File: src/rtl/flash_stat_pkg.sv
package flash_stat_pkg;

    typedef enum logic [3:0] {
        OP_NONE    = 4'd0,
        OP_XFER    = 4'd1,
        OP_CMP     = 4'd2,
        OP_PGM_ERS = 4'd3,
        OP_PGM     = 4'd4,
        OP_PERASE  = 4'd5,
        OP_BERASE  = 4'd6,
        OP_PGM_BUF = 4'd7,
        OP_REWRITE = 4'd8,
        OP_PREAD   = 4'd9,
        OP_BUF_RD  = 4'd10,
        OP_BUF_WR  = 4'd11,
        OP_STATUS  = 4'd12
    } op_e;

    typedef enum logic [2:0] {
        TC_NONE,
        TC_XFER,
        TC_EP,
        TC_PGM,
        TC_PE,
        TC_BE
    } tclass_e;

    localparam logic [3:0] DENSITY_CODE = 4'b0101;

endpackage

File: src/rtl/fsb_op_decode.sv
module fsb_op_decode
    import flash_stat_pkg::*;
(
    input  logic [3:0] op,
    output logic       is_array,
    output logic       is_prog,
    output tclass_e    tclass
);
    always_comb begin
        is_array = 1'b0;
        is_prog  = 1'b0;
        tclass   = TC_NONE;
        case (op)
            OP_XFER, OP_CMP, OP_PREAD: begin
                is_array = 1'b1;
                tclass   = TC_XFER;
            end
            OP_PGM_ERS, OP_PGM_BUF, OP_REWRITE: begin
                is_array = 1'b1;
                is_prog  = 1'b1;
                tclass   = TC_EP;
            end
            OP_PGM: begin
                is_array = 1'b1;
                is_prog  = 1'b1;
                tclass   = TC_PGM;
            end
            OP_PERASE: begin
                is_array = 1'b1;
                is_prog  = 1'b1;
                tclass   = TC_PE;
            end
            OP_BERASE: begin
                is_array = 1'b1;
                is_prog  = 1'b1;
                tclass   = TC_BE;
            end
            default: ;
        endcase
    end
endmodule

File: src/rtl/fsb_op_timer.sv
module fsb_op_timer #(
    parameter int CNT_W = 20
) (
    input  logic             clk,
    input  logic             rst_n,
    input  logic             start,
    input  logic [CNT_W-1:0] load_val,
    output logic             busy,
    output logic             done
);
    typedef struct packed {
        logic             busy;
        logic [CNT_W-1:0] cnt;
    } tmr_t;

    tmr_t st_d, st_q;

    always_comb begin
        st_d = st_q;
        if (st_q.busy) begin
            if (st_q.cnt == '0) st_d.busy = 1'b0;
            else                st_d.cnt  = st_q.cnt - 1'b1;
        end else if (start) begin
            st_d.busy = 1'b1;
            st_d.cnt  = load_val;
        end
    end

    always_ff @(posedge clk or negedge rst_n) begin
        if (!rst_n) st_q <= '0;
        else        st_q <= st_d;
    end

    assign busy = st_q.busy;
    assign done = st_q.busy && (st_q.cnt == '0);

    // the launch gate never starts the timer over a running operation
    assert_start_idle_R5: assert property (@(posedge clk) disable iff (!rst_n)
        start |-> !busy);

    // busy holds until the terminal count
    assert_busy_hold_R2: assert property (@(posedge clk) disable iff (!rst_n)
        (busy && !done) |=> busy);

    // busy drops right after the terminal count
    assert_done_release_R2: assert property (@(posedge clk) disable iff (!rst_n)
        done |=> !busy);
endmodule

File: src/rtl/fsb_stat_shift.sv
module fsb_stat_shift (
    input  logic       clk,
    input  logic       rst_n,
    input  logic       load,
    input  logic       shift,
    input  logic [6:0] status_low,
    input  logic       ready_live,
    output logic       bit_out
);
    typedef struct packed {
        logic [2:0] idx;
        logic [6:0] snap;
    } shf_t;

    shf_t sh_d, sh_q;

    always_comb begin
        sh_d = sh_q;
        if (load) begin
            sh_d.idx  = 3'd7;
            sh_d.snap = status_low;
        end else if (shift) begin
            if (sh_q.idx == 3'd0) begin
                sh_d.idx  = 3'd7;
                sh_d.snap = status_low;
            end else begin
                sh_d.idx  = sh_q.idx - 3'd1;
            end
        end
    end

    always_ff @(posedge clk or negedge rst_n) begin
        if (!rst_n) sh_q <= '{idx: 3'd7, snap: 7'd0};
        else        sh_q <= sh_d;
    end

    assign bit_out = (sh_q.idx == 3'd7) ? ready_live : sh_q.snap[sh_q.idx];

    // a shift at bit 0 wraps back to bit 7
    assert_wrap_R9: assert property (@(posedge clk) disable iff (!rst_n)
        (shift && !load && sh_q.idx == 3'd0) |=> (sh_q.idx == 3'd7));

    // a load always selects bit 7
    assert_load_top_R9: assert property (@(posedge clk) disable iff (!rst_n)
        load |=> (sh_q.idx == 3'd7));

    // bit 7 tracks the live ready state
    assert_live_ready_R10: assert property (@(posedge clk) disable iff (!rst_n)
        (sh_q.idx == 3'd7) |-> (bit_out == ready_live));
endmodule

File: src/rtl/flash_busy_ctrl.sv
module flash_busy_ctrl
    import flash_stat_pkg::*;
#(
    parameter int PAGE_W     = 10,
    parameter int PROT_PAGES = 256,
    parameter int CYC_XFER   = 12500,
    parameter int CYC_EP     = 1000000,
    parameter int CYC_PGM    = 700000,
    parameter int CYC_PE     = 400000,
    parameter int CYC_BE     = 600000
) (
    input  logic              clk,
    input  logic              rst_n,
    input  logic              launch_valid,
    input  logic [3:0]        launch_op,
    input  logic [PAGE_W-1:0] launch_page,
    input  logic              wp_n,
    input  logic              cmp_mismatch,
    input  logic              stat_load,
    input  logic              stat_shift,
    output logic              stat_bit,
    output logic              rdy_pull_oe
);
    localparam int MAX_A   = (CYC_XFER > CYC_EP) ? CYC_XFER : CYC_EP;
    localparam int MAX_B   = (CYC_PGM > CYC_PE) ? CYC_PGM : CYC_PE;
    localparam int MAX_AB  = (MAX_A > MAX_B) ? MAX_A : MAX_B;
    localparam int MAX_CYC = (MAX_AB > CYC_BE) ? MAX_AB : CYC_BE;
    localparam int CNT_W   = $clog2(MAX_CYC + 1);

    typedef struct packed {
        op_e  op;
        logic cmp;
    } ctl_t;

    ctl_t ctl_d, ctl_q;

    logic             is_array, is_prog;
    tclass_e          tclass;
    logic             busy, done, start, blocked;
    logic [CNT_W-1:0] load_val;
    logic [6:0]       stat_low;

    fsb_op_decode u_dec (
        .op       (launch_op),
        .is_array (is_array),
        .is_prog  (is_prog),
        .tclass   (tclass)
    );

    always_comb begin
        case (tclass)
            TC_XFER: load_val = CNT_W'(CYC_XFER - 1);
            TC_EP:   load_val = CNT_W'(CYC_EP - 1);
            TC_PGM:  load_val = CNT_W'(CYC_PGM - 1);
            TC_PE:   load_val = CNT_W'(CYC_PE - 1);
            TC_BE:   load_val = CNT_W'(CYC_BE - 1);
            default: load_val = '0;
        endcase
    end

    assign blocked = !wp_n && is_prog && (int'(launch_page) < PROT_PAGES);
    assign start   = launch_valid && is_array && !busy && !blocked;

    fsb_op_timer #(.CNT_W(CNT_W)) u_tmr (
        .clk      (clk),
        .rst_n    (rst_n),
        .start    (start),
        .load_val (load_val),
        .busy     (busy),
        .done     (done)
    );

    always_comb begin
        ctl_d = ctl_q;
        if (start) ctl_d.op = op_e'(launch_op);
        if (done && ctl_q.op == OP_CMP) ctl_d.cmp = cmp_mismatch;
    end

    always_ff @(posedge clk or negedge rst_n) begin
        if (!rst_n) ctl_q <= '{op: OP_NONE, cmp: 1'b0};
        else        ctl_q <= ctl_d;
    end

    assign stat_low = {ctl_q.cmp, DENSITY_CODE, 2'b00};

    fsb_stat_shift u_shf (
        .clk        (clk),
        .rst_n      (rst_n),
        .load       (stat_load),
        .shift      (stat_shift),
        .status_low (stat_low),
        .ready_live (!busy),
        .bit_out    (stat_bit)
    );

    assign rdy_pull_oe = busy;

    // the compare bit moves only when a compare finishes
    assert_cmp_hold_R6: assert property (@(posedge clk) disable iff (!rst_n)
        !(done && ctl_q.op == OP_CMP) |=> $stable(ctl_q.cmp));

    // a protected program or erase never reaches the timer
    assert_wp_block_R7: assert property (@(posedge clk) disable iff (!rst_n)
        (launch_valid && !wp_n && is_prog && int'(launch_page) < PROT_PAGES && !busy)
            |=> !busy);

    // buffer-only and status codes never start an operation
    assert_bufonly_R4: assert property (@(posedge clk) disable iff (!rst_n)
        (launch_valid && !is_array && !busy) |=> !busy);
endmodule

File: config.mk
export PLATFORM = sky130hd
export DESIGN_NAME = flash_busy_ctrl
export DESIGN_NICKNAME = d
export VERILOG_FILES = /design/src/rtl/flash_stat_pkg.sv /design/src/rtl/fsb_op_decode.sv /design/src/rtl/fsb_op_timer.sv /design/src/rtl/fsb_stat_shift.sv /design/src/rtl/flash_busy_ctrl.sv
export SDC_FILE = /design/constraint.sdc
export NUM_CORES = 1
export LEC_CHECK = 0
export BUFFER_PORTS_ARGS = -buffer_cell sky130_fd_sc_hd__buf_2
export CAP_MARGIN = 20
export CELL_PAD_IN_SITES_DETAIL_PLACEMENT = 1
export CELL_PAD_IN_SITES_GLOBAL_PLACEMENT = 1
export CORE_ASPECT_RATIO = 1.2
export CORE_MARGIN = 5
export CORE_UTILIZATION = 40
export CTS_CLUSTER_SIZE = 40
export DETAILED_ROUTE_END_ITERATION = 12
export PLACE_DENSITY = 0.77
export SKIP_LAST_GASP = 1
export SYNTH_ARGS = -nofsm -noshare
export SYNTH_HDL_FRONTEND = slang
export SYNTH_SLANG_ARGS = --single-unit
File: constraint.sdc
create_clock -name clk -period 1.92 [get_ports clk]
set_input_delay 0.096 -clock clk [delete_from_list [all_inputs] [get_ports clk]]
set_output_delay 0.096 -clock clk [all_outputs]
set_load 0.02 [all_outputs]
* After elaboration in Yosys (flattened, before gate mapping)
Index checks and enable logic that the tools add are counted.
** Storage, ports and cells
- Bits of input ports :: 21
- Output and inout port bits :: 2
- Word-level logic and storage cells :: 63
- Register bits after elaboration :: 36
** Cells by class
- Muxes and demuxes :: 15
- $add $sub $neg :: 2
- Magnitude comparators :: 2
- Reductions and logical operators :: 21
- Eq/ne operators :: 17
** Operators by type and width (number)
- $pmux 20 s5 :: 1
- $mux 21 :: 2
- $logic_not 20->1 :: 1
- $mux 10 :: 2
- $mux 20 :: 1
- $sub 20x1->20 const B :: 1
- $eq 4x3->1 const B :: 4
- $pmux 3 s5 :: 1
- $eq 4x2->1 const B :: 3
- $lt 10x9->1 const B :: 1
- $eq 3x3->1 const B :: 3
- $reduce_or 9->1 :: 1
- $eq 4x4->1 const B :: 2
- $logic_and 1x1->1 :: 7
- $mux 7 :: 1
- $eq 3x2->1 const B :: 2
- $reduce_bool 2->1 :: 3
- $reduce_or 3->1 :: 2
- $reduce_or 6->1 :: 1
- $mux 1 :: 5
- $eq 4x1->1 const B :: 1
- $lt 3x4->1 const B :: 1
- $reduce_and 2->1 :: 2
- $bmux 1 s3 :: 1
- other kinds (6) :: 8

* Logic depth before layout (Yosys ltp)
Gate-level depths: netlist of the first run.
- Word-level depth :: 9
- Gate-level depth with buffers :: 8
- Gate-level depth less buffers :: 8

* By module
A second synthesis of the first run with hierarchy kept.
** Unflattened totals
- Cell total of the unflattened synthesis :: 257
- Area, all modules :: 2439.8 um^2
** Modules (own cells, without submodules)
- fsb_op_timer :: instances 1, area an instance 1327.5 um^2, sequential area each 525.5 um^2, cells an instance 148
- fsb_stat_shift :: instances 1, area an instance 536.8 um^2, sequential area each 254.0 um^2, cells an instance 40
- flash_busy_ctrl :: instances 1, area an instance 488.0 um^2, sequential area each 125.1 um^2, cells an instance 57
- fsb_op_decode :: instances 1, area an instance 87.6 um^2, sequential area each 0.0 um^2, cells an instance 12

* Worst setup path before layout of the first run
OpenSTA, ideal clock, no wires.
- Path kind :: register to register
- From :: reg u_tmr.st_q[0] (netlist name)
- To :: reg ctl_q[0] (netlist name)
- Period minus slack after synthesis :: 2.063 ns
- Buffers on the path :: 0
- Setup time :: 0.128 ns
- Path slack :: -0.143 ns
- Arrival :: 1.935 ns
- Data required time :: 1.792 ns
- Cell stages (with the launch flop) :: 8
- Cell sequence :: dfrtp_1 -> inv_1 -> ha_1 -> nor3b_2 -> nand4_2 -> or3_4 -> nor4_4 -> mux2_1
** On the way
- Cells in the longest elaborated chain, start to end :: 3
** RTL lines
- from (decl) :: RTL line fsb_op_timer.sv:16 : tmr_t st_d, st_q;
- from (signal assigned) :: RTL line fsb_op_timer.sv:31 : else st_q <= st_d;
- $logic_not 20->1 :: RTL line fsb_op_timer.sv:35 : assign done = st_q.busy && (st_q.cnt == '0);
- $logic_and 1x1->1 :: RTL line fsb_op_timer.sv:35
- $logic_and 1x1->1 :: RTL line flash_busy_ctrl.sv:76 : if (done && ctl_q.op == OP_CMP) ctl_d.cmp = cmp_mismatch;
- to (signal assigned) :: RTL line flash_busy_ctrl.sv:80 : if (!rst_n) ctl_q <= '{op: OP_NONE, cmp: 1'b0};
- to (signal assigned) :: RTL line flash_busy_ctrl.sv:81 : else ctl_q <= ctl_d;
- to (decl) :: RTL line flash_busy_ctrl.sv:35 : ctl_t ctl_d, ctl_q;
No other way between the ends.
A chain may end at the register's enable or synchronous reset.

* Worst setup path in the final report of the first run
- From :: reg u_tmr.st_q[13] (netlist name)
- To :: reg u_tmr.st_q[13] (netlist name)
** On the way
- Cells in the longest elaborated chain, start to end :: 3
- Elaborated cells on any way between the ends :: 6
- Classes of those cells :: 1 x add/sub; 1 x eq/ne; 2 x mux; 2 x reduce/logical
** RTL lines (RTL line)
- $sub 20x1->20 / $logic_not 20->1 (equally long branches) :: fsb_op_timer.sv:22, fsb_op_timer.sv:21
- $mux 20 / $ne 2x2->1 (equally long branches)
- $mux 21 / $reduce_and 2->1 (equally long branches)
Parallel ways exist; a longest one is shown, timed or not. The select of a mux whose other input is x is not followed.

==> results of run 1 <==
## where the power goes
group	switching, W	total (W)	internal (W)
clock	0.000253	0.000673	0.000420
sequential	0.000213	0.00110	0.000884
combinational	0.00108	0.00203	0.000950
total	0.00155	0.00380	0.00225
## routing by layer
metal  up-vias  part of all wire (%)  track usage [%]
met2        30                    54             37.5
met5         -                     0                0
li1        977                     -                -
met1      1051                    42             22.8
met4         0                   1.8             5.56
met3        13                   2.6             3.02
## area by class of cell
cell class	count	share of cell area [%]
tap	62	2.88
multi-input combinational	181	47.9
timing repair buffer	53	14.3
inverter	11	1.53
clock inverter	2	1.30
clock buffer	6	3.07
sequential	31	29.0
## worst paths after layout
check | startpoint | endpoint | cells after the start
max | u_tmr.st_q[13] | u_tmr.st_q[13] | 6
min | stat_load | u_shf.sh_q[9] | 2
max reg2reg | u_tmr.st_q[13] | u_tmr.st_q[13] | 6
min reg2reg | ctl_q[2] | ctl_q[2] | 2
max in group asynchronous | rst_n | u_tmr.st_q[13] | 2
min in group asynchronous | rst_n | ctl_q[1] | 2
## cells in the final DEF (no fill, tap or decap), types with 4 or more instances in the layout
cell      count
o21ai_1       9
buf_4        35
nand3_1       6
clkbuf_8      6
buf_2        14
nand2_1      19
o22ai_1       6
dfrtp_1      28
nor2b_1       5
or3_1         4
nor2_1       10
o21ai_0      20
nor3_1       10
a21oi_1      11
nand2b_1      7
inv_1        11
a31oi_1       5
a22o_1        6
## stage by stage
stage	setup slack [ns]	total power, W	setup TNS (ns)
final	-0.0683	0.00380	-0.538
after global routing	-0.152	0.00407	-1.87
after detailed placement	-0.126	0.00297	-0.784
after CTS	-0.0734	0.00372	-0.264
after global placement	-0.0317	0.00289	-0.0317
after floorplan	-0.0970	0.00215	-0.0970
## logic make-up after synthesis
group,count (synthesis),share of synthesized area [%]
and+or+nand+nor,81,24.0
adders and majority gates,4,2.38
AOI/OAI and AO/OA,91,29.9
muxes,4,2.08
DFF,31,37.0
xor gates and xnor gates,1,0.416
buffers and inverters,21,4.16
## timing repair
| item | in CTS | in global routing |
|---|---|---|
| resized for setup | 10 | 10 |
| pin swaps | 5 | 1 |
| hold buffers | 1 | 0 |
| setup buffers | 2 | 2 |
| endpoints found under the hold margin | 28 | 0 |
| endpoints found under the setup margin | 16 | 19 |
## flip-flops by register name, summed over array words and instances, names as in the netlist
signal / cells
u_tmr.st_q: 20
u_tmr.busy: 1
u_shf.sh_q: 5
ctl_q: 5
==> results by group, run 1 <==
Finish
  • P&R area growth vs syn: 27.7%
  • Design area: 2690 sq um
  • Multi-input logic area: 1290 sq um
  • Post-route insts no fill: 346
  • Final core occ: 51.8%
  • Layout net count: 308
  • Antenna Cells: 0
  • Sequential Area: 779 sq um
  • Fill cell count: 599
  • Layout cell share with drive strength beyond 1: 31.3%

Power
  • Pleak: 1.19 nW
  • PD cells: 1410 nW/um^2
  • Peak supply drop: 0.674 mV

Synth
  • Post-Synthesis Cells: 233
  • Synth area leaders: dfrtp_1 33%, o21ai_0 6.9%, dfstp_2 3.7%
  • Syn_nets: 258
  • Mapped Area: 2110 sq um
  • Distinct cells, synth: 60
  • Top_reg_cell synth: dfrtp_1
  • EDFF count, synth: 0
  • Most frequent cell after synthesis: o21ai_0
  • Syn Area/Cell: 9.04 sq um
  • Post-synth top area share: 33.3%
  • Async set or reset register ratio after synthesis: 100%
  • YS warnings: 0
  • Yosys reg bits: 31
  • Synth area leader: dfrtp_1
  • Seq/Total Area, Yosys: 37.0%
  • Post-synth top cells: 29 x o21ai_0, 28 x dfrtp_1, 19 x nand2_1

Die
  • Initial Utilization: 40.6%
  • Die Area: 6820 sq um
  • Core Footprint: 5190 sq um
  • FP Rows: 29
  • Die span in y: 89.5 um
  • IO Pins: 23
  • Die W: 76.2 um

STA
  • Slew HR: 50.4%
  • Min setup slack post-route: -0.0683 ns
  • FMAX: 503 MHz
  • Endpoints failing hold: 0
  • Slew @ Worst Pin: 0.744 ns
  • Hold slack: 0.0462 ns
  • Final setup vio count: 11
  • Slew Limit Fails: 0
  • Worst Clk Skew: 0.00582 ns
  • Post-layout min period: 1.99 ns
  • RSZ-0062 raised after global routing: true
  • Crit share post-route: 104%

Clock tree
  • Clk root buf: clkbuf_8
  • CTS Buffer Depth: 2
  • H-tree lvl count: 2
  • Clock-pin slew on the worst setup and hold paths: 0.06 ns
  • TritonCTS clock tree: yes
  • Total CTS buffers: 5
  • Clock sink count: 31
  • Worst-Skew Late Latency: 0.29 ns

Drt
  • Residual DRC count: 0
  • DR iter-0 viols: 170
  • Wire per inst: 18.9 um
  • DRT antenna net count: 0
  • Drt pass-1 iters: 4
  • Vias per inst: 5.99
  • Final wirelength: 6540 um
  • Vias post-DR: 2071

Placed design
  • Routability cong.: 0.849
  • Port buffer count: 14
  • Post-detail-place hpwl: 4670 um
  • DP Area: 2480 sq um
  • Placed Instances: 333

Setup path
  • CP top delay family: simple AND/OR/NAND/NOR gates
  • Crit-path slowest cell: dfrtp_1
  • Crit path launch type: flop
  • Worst Path Required: 2.09 ns
  • CP Data Arrival Time: 2.16 ns
  • Max incr delay on CP: 0.41 ns
  • Flop-to-flop setup slack: -0.07 ns
  • Max Fanout on Critical Path: 6
  • Worst path buffer plus inverter count: 1
  • Critical path type: reg -> reg
  • Crit path cell chain: nor3_1 > buf_4 > nand4b_1 > o21a_4 > and4b_1 > a221o_1
  • CP endpoint kind: flop

GRT
  • Tot GR Track Use: 19.6%
  • GRT overflow: 0
  • First-pass GRT wire length: 10700 um
  • Initial antenna violation count: 0
  • Pin count of the biggest net entering global routing: 32
  • Vias in the first global route: 2177

Min path
  • Worst Hold Class: in -> reg

Status
  • Status: complete, but fails checks
  • Failing checks: setup timing

Job
  • Maximum Capacitance Violations: 0
Power figures use the tool's default switching activity.
==> inputs of run 2 (changes only) <==
--- a/config.mk
+++ b/config.mk
@@ -10,7 +10,7 @@
 export CELL_PAD_IN_SITES_DETAIL_PLACEMENT = 1
 export CELL_PAD_IN_SITES_GLOBAL_PLACEMENT = 1
 export CORE_ASPECT_RATIO = 1.2
-export CORE_MARGIN = 5
+export CORE_MARGIN = 2
 export CORE_UTILIZATION = 40
 export CTS_CLUSTER_SIZE = 40
 export DETAILED_ROUTE_END_ITERATION = 12
==> run 2 against run 1 <==
Maximum frequency decreased by 0.20%. The flow still finishes with violations (setup timing). Sequential cell count is the same. Setup slack lost 0.0040 ns. Hold slack worse by 0.015 ns. Cell count up 2.0%. Core utilization is 3.6 points higher. Largest power group unchanged. Combinational power is 9% higher. Count of clock-buffer cells in the layout increased by 1. Register-to-register slack hardly changed. Critical path depth unchanged. First-iteration DRC count down 24%.
==> results by group, run 2 (synthesized netlist as in run 1, its figures left out) <==
STA
  • Min setup slack post-route: -0.0724 ns
  • Post-layout min period: 1.99 ns
  • Crit share post-route: 104%
  • Worst Clk Skew: 0.0121 ns
  • FMAX: 502 MHz
  • Endpoints failing hold: 0
  • RSZ-0062 raised after global routing: true
  • Slew Limit Fails: 0
  • Slew HR: 51.4%
  • Slew @ Worst Pin: 0.729 ns
  • Final setup vio count: 8

Finish
  • Layout net count: 317
  • Multi-input logic area: 1330 sq um
  • P&R area growth vs syn: 32.0%
  • Post-route insts no fill: 353
  • Sequential Area: 779 sq um
  • Biggest register: u_tmr.st_q
  • Max reg flops: 20
  • Fill cell count: 574
  • Commonest non-fill, non-tap cells in the layout: 46 x buf_4, 28 x dfrtp_1, 20 x o21ai_0
  • Leading cell type in the layout, fill and taps excluded: buf_4
  • Antenna Cells: 0
  • Largest registers: u_tmr.st_q (20), ctl_q (5), u_shf.sh_q (5)
  • Layout cell share with drive strength beyond 1: 35.2%

Placed design
  • Port buffer count: 14
  • Placed Instances: 335
  • Routability cong.: 0.905
  • Post-detail-place hpwl: 4680 um

Power
  • PD cells: 1410 nW/um^2
  • Pleak: 1.23 nW
  • Peak supply drop: 0.695 mV
  • Total power: 0.00392 W

Setup path
  • CP startpoint: u_tmr.st_q[9]
  • Crit path cell chain: nor4_4 > buf_4 > nand4_2 > or3_4 > nor4_4 > mux2_4
  • Crit path launch type: flop
  • Worst Path Required: 2.10 ns
  • Flop-to-flop setup slack: -0.07 ns
  • Max incr delay on CP: 0.42 ns
  • Crit-path slowest cell: dfrtp_1
  • Critical path type: reg -> reg
  • Max Fanout on Critical Path: 2
  • Crit path to: ctl_q[0]
  • Reg2reg end: ctl_q[0]
  • Worst reg-to-reg path cell count: 6
  • Most frequent CP cell: nor4_4
  • FF-to-FF Start: u_tmr.st_q[9]
  • CP Data Arrival Time: 2.17 ns
  • CP endpoint kind: flop

Drt
  • Vias per inst: 6.04
  • DR iter-0 viols: 130
  • Residual DRC count: 0
  • Final wirelength: 6850 um
  • Vias post-DR: 2132
  • Wire per inst: 19.4 um
  • Drt pass-1 iters: 5
  • DRT antenna net count: 0

Die
  • Die W: 70.2 um
  • IO Pins: 23
  • Initial Utilization: 42.0%
  • FP Rows: 28
  • Core Footprint: 5010 sq um
  • Die span in y: 83.5 um
  • Die Area: 5860 sq um

Min path
  • Worst Hold Class: in -> reg
  • Min-delay src: stat_load
  • WHS Path Cells: 2

GRT
  • Vias in the first global route: 2292
  • Initial antenna violation count: 0
  • Pin count of the biggest net entering global routing: 32
  • GRT overflow: 0
  • Tot GR Track Use: 24.0%
  • First-pass GRT wire length: 11200 um

Job
  • Maximum Capacitance Violations: 0

Clock tree
  • Clk root buf: clkbuf_8
  • TritonCTS clock tree: yes
  • Clock-pin slew on the worst setup and hold paths: 0.08 ns
  • Worst-Skew Late Latency: 0.30 ns
  • H-tree lvl count: 2
  • Total CTS buffers: 5
  • CTS Buffer Depth: 2
  • Clock sink count: 31

Status
  • Status: complete, but fails checks
  • Failing checks: setup timing
==> run 2: repair_timing <==
item	4_1_cts	5_1_grt
endpoints found under the setup margin	16	19
buffers inserted	6	3
pin swaps	7	2
resized for setup	10	15
hold buffers	1	0
endpoints found under the hold margin	28	0
==> run 2: power breakdown <==
group	total [W]	internal, W	switching [W]	leakage, nW
combinational	0.00221	0.00106	0.00115	0.796
sequential	0.00110	0.000883	0.000219	0.384
clock	0.000605	0.000326	0.000279	0.0505
==> run 2: stage by stage <==
step	setup WS [ns]	utilization [%]	hold WS, ns	area, sq um	TNS [ns]
2_1_floorplan	-0.0970	-	-0.200	2110	-0.0970
3_3_place_gp	-0.0203	50.1	0.192	2510	-0.0206
3_5_place_dp	-0.111	50.1	0.188	2510	-0.544
4_1_cts	-0.0532	54.1	0.0273	2710	-0.205
5_1_grt	-0.130	55.5	0.0369	2780	-1.37
6_report	-0.0724	55.5	0.0314	2780	-0.138
==> run 2: worst min-delay path by stage <==
stage,endpoint
after floorplan,ctl_q[0]
after global placement,ctl_q[1]
after detailed placement,ctl_q[1]
after CTS,u_shf.sh_q[9]
after global routing,ctl_q[0]
final,u_shf.sh_q[9]
==> run 2: layout make-up <==
cell class	count	area share [%]
multi-input cells	181	48.0
flip-flops and latches	31	28.1
repair buffers	62	16.0
clock buffers	7	3.47
well taps	60	2.70
inverters	11	1.49
clock inverters	1	0.270
==> run 2: worst max-delay path: cells and delay by family (launching register included) <==
family | cells | cell delay (ns)
and+or+nand+nor | 4 | 0.97
DFF | 1 | 0.42
muxes | 1 | 0.32
buffers and inverters | 1 | 0.16
==> run 2: layer usage <==
metal	vias to the layer above	global-route usage (%)	wire (um)
met2	36	42.7	3670
li1	1001	-	-
met5	-	0	0
met3	18	4.59	179
met4	0	8.39	160
met1	1077	28.5	2840
==> inputs of run 3 (changes only) <==
--- a/config.mk
+++ b/config.mk
@@ -15,6 +15,7 @@
 export CTS_CLUSTER_SIZE = 40
 export DETAILED_ROUTE_END_ITERATION = 12
 export PLACE_DENSITY = 0.77
+export RECOVER_POWER = 25
 export SKIP_LAST_GASP = 1
 export SYNTH_ARGS = -nofsm -noshare
 export SYNTH_HDL_FRONTEND = slang
==> run 3 against run 2 <==
Count of clock-buffer cells in the layout unchanged. Sequential power about the same. Cell count unchanged. First-iteration DRC count unchanged. Clock skew up 0.00060 ns. Largest cell class unchanged. Design area unchanged. Core utilization unchanged. Combinational power about the same. Hold slack about the same. Critical path type unchanged. Highest routed layer unchanged. The flow still finishes with violations (setup timing).
==> results by group, run 3 (synthesized netlist as in run 1, its figures left out) <==
Setup path
  • Most frequent CP cell: nor4_4
  • CP endpoint kind: flop
  • Critical path type: reg -> reg
  • CP top delay family: simple AND/OR/NAND/NOR gates
  • CP Data Arrival Time: 2.17 ns
  • Crit path cell chain: nor4_4 > buf_4 > nand4_2 > or3_4 > nor4_4 > mux2_4
  • Worst path buffer plus inverter count: 1
  • Crit-path slowest cell: dfrtp_1
  • Max incr delay on CP: 0.42 ns
  • Worst Path Required: 2.10 ns
  • Crit path launch type: flop
  • Max Fanout on Critical Path: 2

Placed design
  • Port buffer count: 14
  • Routability cong.: 0.905
  • DP Area: 2510 sq um
  • Post-detail-place hpwl: 4680 um

Die
  • Die Area: 5860 sq um
  • IO Pins: 23
  • Die W: 70.2 um
  • Die span in y: 83.5 um
  • Core Footprint: 5010 sq um
  • Initial Utilization: 42.0%
  • FP Rows: 28

Clock tree
  • H-tree lvl count: 2
  • Clk root buf: clkbuf_8
  • CTS Buffer Depth: 2
  • TritonCTS clock tree: yes
  • Total CTS buffers: 5
  • Clock-pin slew on the worst setup and hold paths: 0.08 ns
  • Clock sink count: 31
  • Worst-Skew Late Latency: 0.30 ns

Finish
  • Design area: 2780 sq um
  • Biggest register: u_tmr.st_q
  • Layout net count: 317
  • P&R area growth vs syn: 32.0%
  • Commonest non-fill, non-tap cells in the layout: 46 x buf_4, 28 x dfrtp_1, 20 x o21ai_0
  • Antenna Cells: 0
  • Max reg flops: 20
  • Layout cell share with drive strength beyond 1: 35.2%
  • Leading cell type in the layout, fill and taps excluded: buf_4
  • Largest registers: u_tmr.st_q (20), ctl_q (5), u_shf.sh_q (5)

STA
  • Crit share post-route: 104%
  • Slew Limit Fails: 0
  • Post-layout min period: 1.99 ns
  • Min setup slack post-route: -0.0742 ns
  • Slew @ Worst Pin: 0.814 ns
  • RSZ-0062 raised after global routing: true
  • Endpoints failing hold: 0
  • Final setup vio count: 8
  • Worst Clk Skew: 0.0127 ns
  • Slew HR: 45.7%
  • FMAX: 501 MHz

Drt
  • Vias per inst: 6.01
  • DRT antenna net count: 0
  • Final wirelength: 6850 um
  • Residual DRC count: 0
  • Drt pass-1 iters: 4
  • Vias post-DR: 2123
  • Wire per inst: 19.4 um
  • DR iter-0 viols: 130

Min path
  • Worst Hold Class: in -> reg

Job
  • Maximum Capacitance Violations: 0

GRT
  • Tot GR Track Use: 24.0%
  • Initial antenna violation count: 0
  • Pin count of the biggest net entering global routing: 32
  • First-pass GRT wire length: 11200 um
  • Vias in the first global route: 2292
  • GRT overflow: 0

Power
  • Int Power: 0.00227 W
  • Peak supply drop: 0.698 mV
  • PD cells: 1410 nW/um^2
  • Net Sw Power: 0.00165 W
  • Pleak: 1.23 nW
  • Sw frac: 42.1%
  • Share of power burned in registers: 28.1%
  • Clk pwr share: 15.5%
  • Total power: 0.00392 W
  • Comb power frac: 56.4%

Status
  • Status: complete, but fails checks
  • Failing checks: setup timing
==> run 3: cell count changes in the layout (fill, tap and decap cells not counted) <==
| cell | delta |
|---|---|
| clkbuf_2 | +1 |
| buf_2 | -1 |
==> run 3: final timing paths <==
kind	end	slack, ns	startpoint	cells after the start
min in group asynchronous	u_tmr.st_q[11]	0.43	rst_n	2
min reg2reg	ctl_q[2]	0.48	ctl_q[2]	2
max in group asynchronous	u_tmr.st_q[10]	0.97	rst_n	2
min	u_shf.sh_q[9]	0.03	stat_load	2
max	ctl_q[0]	-0.07	u_tmr.st_q[9]	6
max reg2reg	ctl_q[0]	-0.07	u_tmr.st_q[9]	6
==> run 3: repair_timing <==
action	CTS	global route
buffers inserted	6	3
endpoints found under the setup margin	16	19
gates resized for setup	10	15
pin swaps	7	2
endpoints found under the hold margin	28	0
hold buffers	1	0
==> run 3: metal layers <==
layer | vias up | routed length (um) | global-route usage [%]
li1 | 1001 | - | -
met1 | 1078 | 2840 | 28.5
met2 | 30 | 3690 | 42.7
met3 | 14 | 180 | 4.59
met4 | 0 | 136 | 8.39
met5 | - | 0 | 0
==> run 3: power groups by stage <==
| stage | clock (W) | sequential (W) | combinational (W) |
|---|---|---|---|
| 2_1_floorplan | 0 | 0.00110 | 0.00106 |
| 3_3_place_gp | 0 | 0.00108 | 0.00185 |
| 3_5_place_dp | 0 | 0.00109 | 0.00191 |
| 4_1_cts | 0.000608 | 0.00109 | 0.00206 |
| 5_1_grt | 0.000623 | 0.00112 | 0.00244 |
| 6_report | 0.000606 | 0.00110 | 0.00221 |
==> run 3: per-stage QoR <==
step	setup WS (ns)	TNS, ns	cells	util, %	hold WS [ns]
floorplan	-0.0970	-0.0970	233	-	-0.200
detailed placement	-0.111	-0.544	335	50.1	0.188
global route	-0.130	-1.37	353	55.5	0.0369
finish	-0.0742	-0.133	353	55.5	0.0316
CTS	-0.0532	-0.205	350	54.1	0.0273
global placement	-0.0203	-0.0206	335	50.1	0.192
==> run 3: layout make-up <==
class / count / area, sq um
multi-input combinational: 181 / 1330
clock inverter: 1 / 7.51
clock buffer: 7 / 96.3
tap: 60 / 75.1
timing repair buffer: 62 / 445
fill: 574 / 2230
inverter: 11 / 41.3
sequential: 31 / 779
==> run 3: worst reg2reg max path, delay by kind of cell (launching register included) <==
kind,cells,cell delay [ns]
buf+inv,1,0.16
flops,1,0.42
mux,1,0.32
simple gates,4,0.97
